File: config.mk
export PLATFORM = sky130hd
export DESIGN_NAME = sspi_fifo_irq
export DESIGN_NICKNAME = d
export VERILOG_FILES = /design/src/rtl/sspi_fifo_pkg.sv /design/src/rtl/sspi_fifo_buf.sv /design/src/rtl/sspi_irq_ctl.sv /design/src/rtl/sspi_fifo_irq.sv
export SDC_FILE = /design/constraint.sdc
export NUM_CORES = 1
export LEC_CHECK = 0
export BUFFER_PORTS_ARGS = -buffer_cell sky130_fd_sc_hd__buf_2
export CORE_UTILIZATION = 55
export DETAILED_ROUTE_END_ITERATION = 12
export GPL_TIMING_DRIVEN = 0
export PLACE_DENSITY = 0.74
export SLEW_MARGIN = 20
export SYNTH_ARGS = -nofsm -noshare
export SYNTH_HDL_FRONTEND = slang
export SYNTH_SLANG_ARGS = --single-unit
File: constraint.sdc
create_clock -name clk -period 8.8 [get_ports clk]
set_input_delay 0.44 -clock clk [delete_from_list [all_inputs] [get_ports clk]]
set_output_delay 0.44 -clock clk [all_outputs]
set_load 0.02 [all_outputs]
File: src/rtl/sspi_fifo_pkg.sv
package sspi_fifo_pkg;

   // enable register layout: bit 0 rx level, bit 1 tx level, bit 2 overrun
   typedef struct packed {
      logic ovr;
      logic tx;
      logic rx;
   } ien_t;

   localparam int IEN_W = $bits(ien_t);

endpackage

File: src/rtl/sspi_fifo_buf.sv
module sspi_fifo_buf #(
   parameter int DATA_W = 16,
   parameter int DEPTH  = 8,
   localparam int PTR_W = (DEPTH > 1) ? $clog2(DEPTH) : 1,
   localparam int CNT_W = $clog2(DEPTH + 1)
) (
   input  logic              clk,
   input  logic              rst_n,
   input  logic              push,
   input  logic [DATA_W-1:0] wdata,
   input  logic              pop,
   output logic [DATA_W-1:0] rdata,
   output logic              full,
   output logic              empty,
   output logic [CNT_W-1:0]  count
);

   if (DEPTH < 2) begin : g_bad_depth
      $error("sspi_fifo_buf: DEPTH must be at least 2");
   end
   if (DATA_W < 1) begin : g_bad_width
      $error("sspi_fifo_buf: DATA_W must be positive");
   end

   logic [DATA_W-1:0] mem [DEPTH];
   logic [PTR_W-1:0]  wr_ptr, rd_ptr, wr_nxt, rd_nxt;
   logic              do_push, do_pop;

   assign full    = (count == CNT_W'(DEPTH));
   assign empty   = (count == '0);
   assign do_push = push && !full;
   assign do_pop  = pop && !empty;
   assign rdata   = mem[rd_ptr];

   // pointer wrap: free-running for powers of two, explicit compare otherwise
   if ((DEPTH & (DEPTH - 1)) == 0) begin : g_wrap_pow2
      assign wr_nxt = wr_ptr + PTR_W'(1);
      assign rd_nxt = rd_ptr + PTR_W'(1);
   end else begin : g_wrap_cmp
      assign wr_nxt = (wr_ptr == PTR_W'(DEPTH - 1)) ? '0 : wr_ptr + PTR_W'(1);
      assign rd_nxt = (rd_ptr == PTR_W'(DEPTH - 1)) ? '0 : rd_ptr + PTR_W'(1);
   end

   always_ff @(posedge clk) begin
      if (do_push) begin
         mem[wr_ptr] <= wdata;
      end
   end

   always_ff @(posedge clk) begin
      if (!rst_n) begin
         wr_ptr <= '0;
         rd_ptr <= '0;
         count  <= '0;
      end else begin
         if (do_push) wr_ptr <= wr_nxt;
         if (do_pop)  rd_ptr <= rd_nxt;
         case ({do_push, do_pop})
            2'b10:   count <= count + CNT_W'(1);
            2'b01:   count <= count - CNT_W'(1);
            default: count <= count;
         endcase
      end
   end


   no_overflow_chk: assert property (@(posedge clk) disable iff (!rst_n)
      count <= CNT_W'(DEPTH));


   full_push_hold_chk: assert property (@(posedge clk) disable iff (!rst_n)
      (full && push && !pop) |=> (count == CNT_W'(DEPTH)));


   empty_pop_hold_chk: assert property (@(posedge clk) disable iff (!rst_n)
      (empty && pop && !push) |=> empty);


   both_ops_hold_chk: assert property (@(posedge clk) disable iff (!rst_n)
      (push && pop && !full && !empty) |=> $stable(count));

endmodule

File: src/rtl/sspi_irq_ctl.sv
module sspi_irq_ctl
   import sspi_fifo_pkg::*;
#(
   parameter int DEPTH = 8,
   localparam int CNT_W = $clog2(DEPTH + 1),
   localparam int HALF  = DEPTH / 2
) (
   input  logic             clk,
   input  logic             rst_n,
   input  logic [CNT_W-1:0] rx_count,
   input  logic [CNT_W-1:0] tx_count,
   input  logic             ovr_evt,
   input  logic             ien_we,
   input  ien_t             ien_wdata,
   output logic             irq_rx_lvl,
   output logic             irq_tx_lvl,
   output logic             irq_rx_ovr,
   output logic             irq_any
);

   if ((DEPTH % 2) != 0) begin : g_bad_half
      $error("sspi_irq_ctl: DEPTH must be even for a half threshold");
   end

   ien_t ien_q;
   logic ovr_flag;
   logic ovr_clr;

   assign ovr_clr = ien_we && !ien_wdata.ovr;

   always_ff @(posedge clk) begin
      if (!rst_n) begin
         ien_q    <= '0;
         ovr_flag <= 1'b0;
      end else begin
         if (ien_we) ien_q <= ien_wdata;
         if (ovr_clr) begin
            ovr_flag <= 1'b0;
         end else if (ovr_evt && ien_q.ovr) begin
            ovr_flag <= 1'b1;
         end
      end
   end

   assign irq_rx_lvl = ien_q.rx && (rx_count >= CNT_W'(HALF));
   assign irq_tx_lvl = ien_q.tx && (tx_count <= CNT_W'(HALF));
   assign irq_rx_ovr = ovr_flag && ien_q.ovr;
   assign irq_any    = irq_rx_lvl || irq_tx_lvl || irq_rx_ovr;


   ovr_sticky_chk: assert property (@(posedge clk) disable iff (!rst_n)
      (irq_rx_ovr && !ovr_clr) |=> irq_rx_ovr);


   ovr_clear_chk: assert property (@(posedge clk) disable iff (!rst_n)
      ovr_clr |=> !irq_rx_ovr);


   ovr_rise_chk: assert property (@(posedge clk) disable iff (!rst_n)
      $rose(irq_rx_ovr) |-> $past(ovr_evt));


   ovr_masked_chk: assert property (@(posedge clk) disable iff (!rst_n)
      (!ien_q.ovr && !irq_rx_ovr && !(ien_we && ien_wdata.ovr)) |=> !irq_rx_ovr);

endmodule

File: src/rtl/sspi_fifo_irq.sv
module sspi_fifo_irq
   import sspi_fifo_pkg::*;
#(
   parameter int DATA_W = 16,
   parameter int DEPTH  = 8
) (
   input  logic              clk,
   input  logic              rst_n,
   input  logic              host_tx_push,
   input  logic [DATA_W-1:0] host_tx_data,
   output logic              host_tx_full,
   input  logic              host_rx_pop,
   output logic [DATA_W-1:0] host_rx_data,
   output logic              host_rx_empty,
   input  logic              shf_tx_pop,
   output logic [DATA_W-1:0] shf_tx_data,
   output logic              shf_tx_empty,
   input  logic              shf_rx_push,
   input  logic [DATA_W-1:0] shf_rx_data,
   input  logic              ien_we,
   input  logic [2:0]        ien_wdata,
   output logic              irq_rx_lvl,
   output logic              irq_tx_lvl,
   output logic              irq_rx_ovr,
   output logic              irq_any
);

   localparam int CNT_W = $clog2(DEPTH + 1);

   if (IEN_W != 3) begin : g_bad_ien
      $error("sspi_fifo_irq: enable register must be 3 bits");
   end

   logic [CNT_W-1:0] rx_count, tx_count;
   logic             rx_full;
   logic             ovr_evt;

   sspi_fifo_buf #(.DATA_W(DATA_W), .DEPTH(DEPTH)) tx_q_i (
      .clk   (clk),
      .rst_n (rst_n),
      .push  (host_tx_push),
      .wdata (host_tx_data),
      .pop   (shf_tx_pop),
      .rdata (shf_tx_data),
      .full  (host_tx_full),
      .empty (shf_tx_empty),
      .count (tx_count)
   );

   sspi_fifo_buf #(.DATA_W(DATA_W), .DEPTH(DEPTH)) rx_q_i (
      .clk   (clk),
      .rst_n (rst_n),
      .push  (shf_rx_push),
      .wdata (shf_rx_data),
      .pop   (host_rx_pop),
      .rdata (host_rx_data),
      .full  (rx_full),
      .empty (host_rx_empty),
      .count (rx_count)
   );

   assign ovr_evt = shf_rx_push && rx_full;

   sspi_irq_ctl #(.DEPTH(DEPTH)) irq_i (
      .clk        (clk),
      .rst_n      (rst_n),
      .rx_count   (rx_count),
      .tx_count   (tx_count),
      .ovr_evt    (ovr_evt),
      .ien_we     (ien_we),
      .ien_wdata  (ien_t'(ien_wdata)),
      .irq_rx_lvl (irq_rx_lvl),
      .irq_tx_lvl (irq_tx_lvl),
      .irq_rx_ovr (irq_rx_ovr),
      .irq_any    (irq_any)
   );


   any_or_chk: assert property (@(posedge clk) disable iff (!rst_n)
      (irq_rx_lvl || irq_tx_lvl || irq_rx_ovr) |-> irq_any);


   ovr_drop_chk: assert property (@(posedge clk) disable iff (!rst_n)
      (ovr_evt && !host_rx_pop) |=> !host_rx_empty);

endmodule

==> results list, run 1 <==
- Global routing consumed, on the met1 layer, 29.8% of the routing resources.
- From left edge to right edge, the die measures 144 µm.
* Final critical-path share of the clock period: 33.4%
- The startpoint identified for the worst hold timing path is ien_wdata[1].
* Standby leakage power: 4.41 nW
- Status: finished clean
* Cell Area, Placed: 12,200 µm²
- The clock passes through at most 3 buffers.
- Average wire per cell in the routed design: 21.8 µm
- Summed over all layers, the routed wires come to 20,900 µm.
- Post-synthesis to final-layout area growth: 17.7%
- Setup slack on the worst reg-to-reg path comes out at 6210 ps.
- The die covers 20,800 µm².
- Dpl cells: 908
- Kind of capture point of the worst setup path: primary output
- CP arrival: 2500 ps
- The mapped netlist covers 11,100 µm².
- After synthesis the netlist holds a flip-flop and latch count of 286.
- Power density normalized to cell area: 272 nW/µm²
- The finished layout holds 962 standard cells, fillers aside.
- The count of nets left with antenna violations once routing finished came out at 0.
- First-pass detailed-route iteration total: 4
- Buffers placed on the I/O ports in this run total 80.
- For this run the aggregate overflow at the end of global routing stands at 0.
- Across all layers, the routed design uses 5,505 vias.
- The worst path in the final design needs a cycle of 2940 ps, including I/O delays and setup.
* Core footprint: 19,700 µm²
* CTS Sinks: 286
- Count of cells along the worst register-to-register path: 10
- Most common library cell in the layout ignoring fill and taps: sky130_fd_sc_hd__edfxtp_1
* Class of the most critical setup path: reg2out
- Share of synthesized registers carrying an async set or reset: 0%
- After detailed routing, the number of remaining DRC violations is 0.
- Maximum fanout along the worst path: 10
- Commonest cells after routing, fill and taps aside: sky130_fd_sc_hd__edfxtp_1 (256), sky130_fd_sc_hd__buf_2 (92), sky130_fd_sc_hd__mux4_2 (64)
- Hold WC Path Type: in2reg
- Warnings, synthesis: 0
- TritonCTS built the clock tree.
- For this design the top-level I/O count stands at 81.
- Highest Clock Rate: 341 MHz
- The worst hold path terminates at irq_i.ien_q[1]$_SDFFE_PN0P_.
- Of the cells placed in the final design, the portion with a size suffix greater than 1 is 40.6%.
- A synthesized cell averages 20.6 µm².
* Clock latency of the later-clocked register in the worst-skew pair: 520 ps
- Fin. Hold Viols: 0
- Final cell utilization of the core: 66.6%
- The clock arrives with 8.85 ps of skew.
- The cell sitting at the root of the clock tree is a sky130_fd_sc_hd__clkbuf_16.
- Pre-CTS WS: 6220 ps
* Routability congestion estimate from global placement: 0.742
* Worst R2R Start: tx_q_i.count[0]$_SDFFE_PN0P_
* Global-route total usage across every layer: 21.2%
* Hold-critical path depth: 3
- TNS Setup: 0 ps
- At the pin with the least slew margin, the transition time is 797 ps.
- The worst setup path is launched from a register.
* Clock transition at path regs: 60 ps
- Setup repair after global routing left no endpoint under its margin.
- Initial cell density of the core: 56.6%
- The first global-routing pass estimated 32,200 µm of wire.
- Data on the critical path is required at its endpoint by 8360 ps.
- After floorplanning, the core was divided into 51 placement rows.
* Headroom to the max-slew limit: 46.9%
- Number of buffers created by CTS: 28
- The final layout contains 725 nets.
- Setup ws final: 5860 ps
* Busiest layer in global routing: met2
- Max-cap check violation count: 0
- The worst register-to-register path ends at tx_q_i.count[2]$_SDFFE_PN0P_.
- Synth Instances: 539
* Count of cell types in the netlist: 36
- The finished cells cover 13,100 µm².
* Hold buffer count at CTS: 0
- Average via count per standard cell: 5.72
- Filler cell count: 1,314
* Maximum number of pins on one net before global-route repair: 16
- Setup violations remaining at the end of the flow were counted as 0.
- Chip Height: 144 µm
- Maximum vdd ir drop: 0.162 mV
* Pins Over Slew Limit: 0
- In this run the number of H-tree levels came out at 1.
* Post-synth EDFFs: 256
- Number of antenna violations at the first check in global routing: 3
- Initial DRC Count: 374
- For met2 alone, demand over resource in global routing was 35.0%.
* Main flop type after synthesis: sky130_fd_sc_hd__edfxtp_1
* Vias in the first global route: 5,836
- Portion of the post-synthesis area used by sequential elements: 74.5%
* Cts repair resizes: 0
- GR Util met3: 3.64%
- Setup bufs post-CTS: 0
- Post-Synthesis Net Count: 591
* Detailed-placement wirelength estimate: 13,900 µm
[per-layer routing]
metal	up-vias	routed length [µm]
met4	2	276
met1	2885	9070
met2	134	10600
li1	2457	-
met5	-	10
met3	27	1000
[power breakdown]
part	switching, mW	internal (mW)
logic	0.413	0.377
clock network	0.488	0.676
registers	0.0398	1.56
total	0.941	2.61
[critical path, stage by stage (launching register included)]
cell and delay [ps]:
sky130_fd_sc_hd__dfxtp_1 450, sky130_fd_sc_hd__clkbuf_1 640, sky130_fd_sc_hd__mux4_2 400, sky130_fd_sc_hd__mux2_2 310
sky130_fd_sc_hd__buf_2 170
[sequential cells by signal (all words and copies together) (netlist names), named ones only]
signal,cells
irq_i.ien_q,3
irq_i.ovr_flag,1
rx_q_i.count,4
rx_q_i.mem,128
rx_q_i.rd_ptr,3
rx_q_i.wr_ptr,3
tx_q_i.count,4
tx_q_i.mem,128
tx_q_i.rd_ptr,3
tx_q_i.wr_ptr,3
[synthesized netlist by cell type (9+ instances only)]
master	instances	area, µm²
sky130_fd_sc_hd__clkbuf_1	10	37.5
sky130_fd_sc_hd__nand2b_1	9	56.3
sky130_fd_sc_hd__nor2_1	11	41.3
sky130_fd_sc_hd__nand2_1	15	56.3
sky130_fd_sc_hd__edfxtp_1	256	7690
sky130_fd_sc_hd__buf_2	10	50.1
sky130_fd_sc_hd__and2_1	12	75.1
sky130_fd_sc_hd__dfxtp_1	30	601
sky130_fd_sc_hd__mux2_2	32	360
sky130_fd_sc_hd__mux4_2	64	1440
sky130_fd_sc_hd__ha_1	10	125
[layout make-up]
cell class              instances  area [µm²]  share of cell area [%]
repair buffers                104         647                    4.94
flip-flops and latches        286        8290                    63.3
clock inverters                17         124                   0.947
inverters                       2        7.51                  0.0574
multi-input cells             227        2770                    21.1
well taps                     265         332                    2.53
diodes                          2        5.00                  0.0382
plain buffers                  24         118                   0.899
clock buffers                  35         801                    6.12
[metrics by stage]
stage	hold slack [ps]	total power [mW]
after floorplan	469	2.20
after global placement	477	2.39
after detailed placement	497	2.43
after CTS	155	3.59
after global routing	162	3.70
final	175	3.55
[cells by family (layout without fill, tap and decap cells)]
family | count (synthesis) | in the layout | share of synthesized area (%)
xor gates and xnor gates | 13 | 13 | 1.02
and+or+nand+nor | 79 | 79 | 3.92
other | 0 | 2 | 0
adders and majority gates | 10 | 10 | 1.13
DFF | 286 | 286 | 74.5
buffers and inverters | 26 | 182 | 1.13
muxes | 103 | 103 | 16.8
AOI/OAI and AO/OA | 22 | 22 | 1.44
[worst max path at each step]
| stage | to | cells after the start |
|---|---|---|
| floorplan | tx_q_i.mem[0][0]$_DFFE_PP_ | 4 |
| global placement | tx_q_i.mem[0][7]$_DFFE_PP_ | 4 |
| detailed placement | tx_q_i.count[2]$_SDFFE_PN0P_ | 10 |
| CTS | host_rx_data[7] | 4 |
| global route | shf_tx_data[13] | 4 |
| finish | host_rx_data[8] | 4 |
Note: power is estimated with default switching activity, not from simulation.
==> inputs of run 2 (changes only) <==
==> constraint.sdc (replaced) <==
create_clock -name clk -period 2.9 [get_ports clk]
set_input_delay 0.145 -clock clk [delete_from_list [all_inputs] [get_ports clk]]
set_output_delay 0.145 -clock clk [all_outputs]
set_load 0.02 [all_outputs]
==> results list, run 2 (synthesis gave the netlist of run 1 again) <==
* Pre-CTS WS: 324 ps
- In this run the critical register-to-register path is launched from rx_q_i.count[1]$_SDFFE_PN0P_.
- The via count of the first global-routing pass came to 6,031.
* Average wire per cell in the routed design: 21.4 µm
- The initial utilization of the core area, before any placement, comes to 56.6%.
- Type of element launching the critical path: register
- Net count of the finished layout: 768
* Diodes inserted: 0
- For this run, design rule violations remaining after detail routing come to 0.
- Largest incremental delay on the critical path: 650 ps
* CP Data Required Time: 2760 ps
* FP Rows: 51
* Headroom to the max-slew limit: 45.9%
- Root Driver: sky130_fd_sc_hd__clkbuf_16
- Worst setup path end: host_rx_data[14]
- Setup repair after global routing missed its margin: no
- The routed layout has 5,667 vias.
- The worst path meets setup with 252 ps of slack.
- Hold Worst Slack: 29.0 ps
* Commonest cells after routing, fill and taps aside: sky130_fd_sc_hd__edfxtp_1 (256), sky130_fd_sc_hd__buf_2 (92), sky130_fd_sc_hd__mux4_2 (64)
- Number of failing setup endpoints in the final timing report: 0
- Detailed-placement wirelength estimate: 13,900 µm
- Routability congestion estimate from global placement: 0.742
* Power share of the sequential group: 44.8%
* Maximum level of the CTS H-tree: 1
- For this design, the sink count on the clock tree is 286.
- Min cycle time layout: 2650 ps
* Maximum vdd ir drop: 0.484 mV
- The worst register-to-register path has a depth of 10.
- Setup bufs post-CTS: 0
* Max-cap check violation count: 0
- Power spread over the standard cell area amounts to 803 nW/µm².
- Core footprint: 19,700 µm²
- From synthesis to final layout, the design area changed by 21.5%.
* Average via count per standard cell: 5.65
- The run finished with clean final reports.
* Pins Over Slew Limit: 0
- In the global route stage, overall resource usage came out at 21.6%.
- Post-CTS repair changed the size of 0 cells.
- Of all nets on the critical path, the largest fanout is 10.
* Worst-Margin Slew: 812 ps
* Class of the most critical setup path: reg2out
- The die covers 20,800 µm².
- Fin. Hold Viols: 0
- The first routing iteration left 423 violations.
* Antenna-violating nets left: 0
- The library cell used most frequently in the layout, excluding fill and tap cells, is sky130_fd_sc_hd__edfxtp_1.
* Final routed wirelength across all metal layers: 21,400 µm
- The count of buffers added on input and output ports is 80.
- CP arrival: 2500 ps
- Chip Height: 144 µm
- The die is 144 µm wide.
- The number of antenna violations at the first check in global routing came to 0.
* Cell with the biggest individual delay on the critical path: sky130_fd_sc_hd__clkbuf_1
* Clock latency of the later-clocked register in the worst-skew pair: 520 ps
- Walking the worst path, the cells encountered are clkbuf_1, mux4_2, mux2_2, buf_2.
- Counting the buffers created by CTS gives 28.
- Clock tree from TritonCTS: yes
* Top-Level Pins: 81
* Final critical-path share of the clock period: 91.3%
- The first TritonRoute pass finished after 4 iterations.
* Buffers from clock root to sink, at most: 3
- Reg-to-reg slack, setup: 290 ps
- Combinational Power Share: 22.6%
- The worst setup path is captured at a primary output.
- Summed over all layers, the global routing overflow is 0.
* Hold buffer count at CTS: 43
- Endpoint of the worst-slack reg-to-reg timing path: rx_q_i.count[2]$_SDFFE_PN0P_
- Entering global routing, the biggest net connects 16 pins.
- The tightest min-delay check is of the in2reg type.
- Fraction of layout instances using a drive strength above 1: 38.2%
- The analysis attributes to net switching a power of 2.87 mW.
- Post-route clock skew: 7.72 ps
* Int Pwr: 7.97 mW
- Standby leakage power: 4.59 nW
* Clk network pwr share: 32.6%
* Wire length of the first global-routing pass: 32,900 µm
* Sw Ratio: 26.5%
- After clock tree synthesis, the clock-pin slew on the worst setup and hold paths is 60 ps.
- Highest Clock Rate: 378 MHz
- Largest registers: rx_q_i.mem (128), tx_q_i.mem (128)
run 2: cell types whose count changed in the layout (fill, tap and decap cells not counted), sizes merged:
cell,delta
diode,-2
dlygate4sd3,+43
run 2: critical path, delay by kind of cell (launching register included):
kind	cells	cell delay, ps
buf+inv	2	820
mux	2	720
flops	1	440
run 2: final cells by class:
type / count / area [µm²]
tap: 265 / 332
clock inverter: 17 / 124
inverter: 2 / 7.51
buffer: 24 / 118
clock buffer: 35 / 801
sequential: 286 / 8290
multi-input combinational: 227 / 2770
timing repair buffer: 147 / 1080
fill: 1280 / 6140
run 2: per-stage QoR:
stage	area [µm²]	util (%)	power [mW]	cells	setup TNS [ps]
floorplan	11100	-	6.67	539	0
global placement	11900	60.3	7.24	884	-83250
detailed placement	12200	61.9	7.37	908	0
CTS	13500	68.7	10.9	1003	0
global route	13500	68.7	11.3	1003	0
finish	13500	68.7	10.8	1003	0
run 2: routing by layer:
metal | GRT usage, % | routed length [µm] | up-vias
li1 | - | - | 2543
met1 | 30.4 | 9290 | 2938
met2 | 36.1 | 10900 | 157
met3 | 3.41 | 984 | 29
met4 | 4.76 | 277 | 0
met5 | 0 | 0 | -
run 2: worst min path at each step:
stage / end / slack (ps) / from / depth (start not counted)
after floorplan: rx_q_i.mem[0][0]$_DFFE_PP_ / 240 / shf_rx_data[0] / 0
after global placement: tx_q_i.mem[2][4]$_DFFE_PP_ / 400 / host_tx_data[4] / 1
after detailed placement: irq_i.ien_q[0]$_SDFFE_PN0P_ / 410 / ien_wdata[0] / 3
after CTS: irq_i.ovr_flag$_SDFFE_PP0P_ / 6 / ien_we / 3
after global routing: irq_i.ovr_flag$_SDFFE_PP0P_ / 30 / ien_we / 3
final: irq_i.ovr_flag$_SDFFE_PP0P_ / 30 / ien_we / 3
run 2: power groups by stage:
stage | combinational, mW | clock [mW] | sequential [mW]
detailed placement | 2.43 | 0 | 4.94
global route | 2.67 | 3.75 | 4.87
floorplan | 1.77 | 0 | 4.91
CTS | 2.49 | 3.59 | 4.85
global placement | 2.31 | 0 | 4.93
finish | 2.46 | 3.54 | 4.85
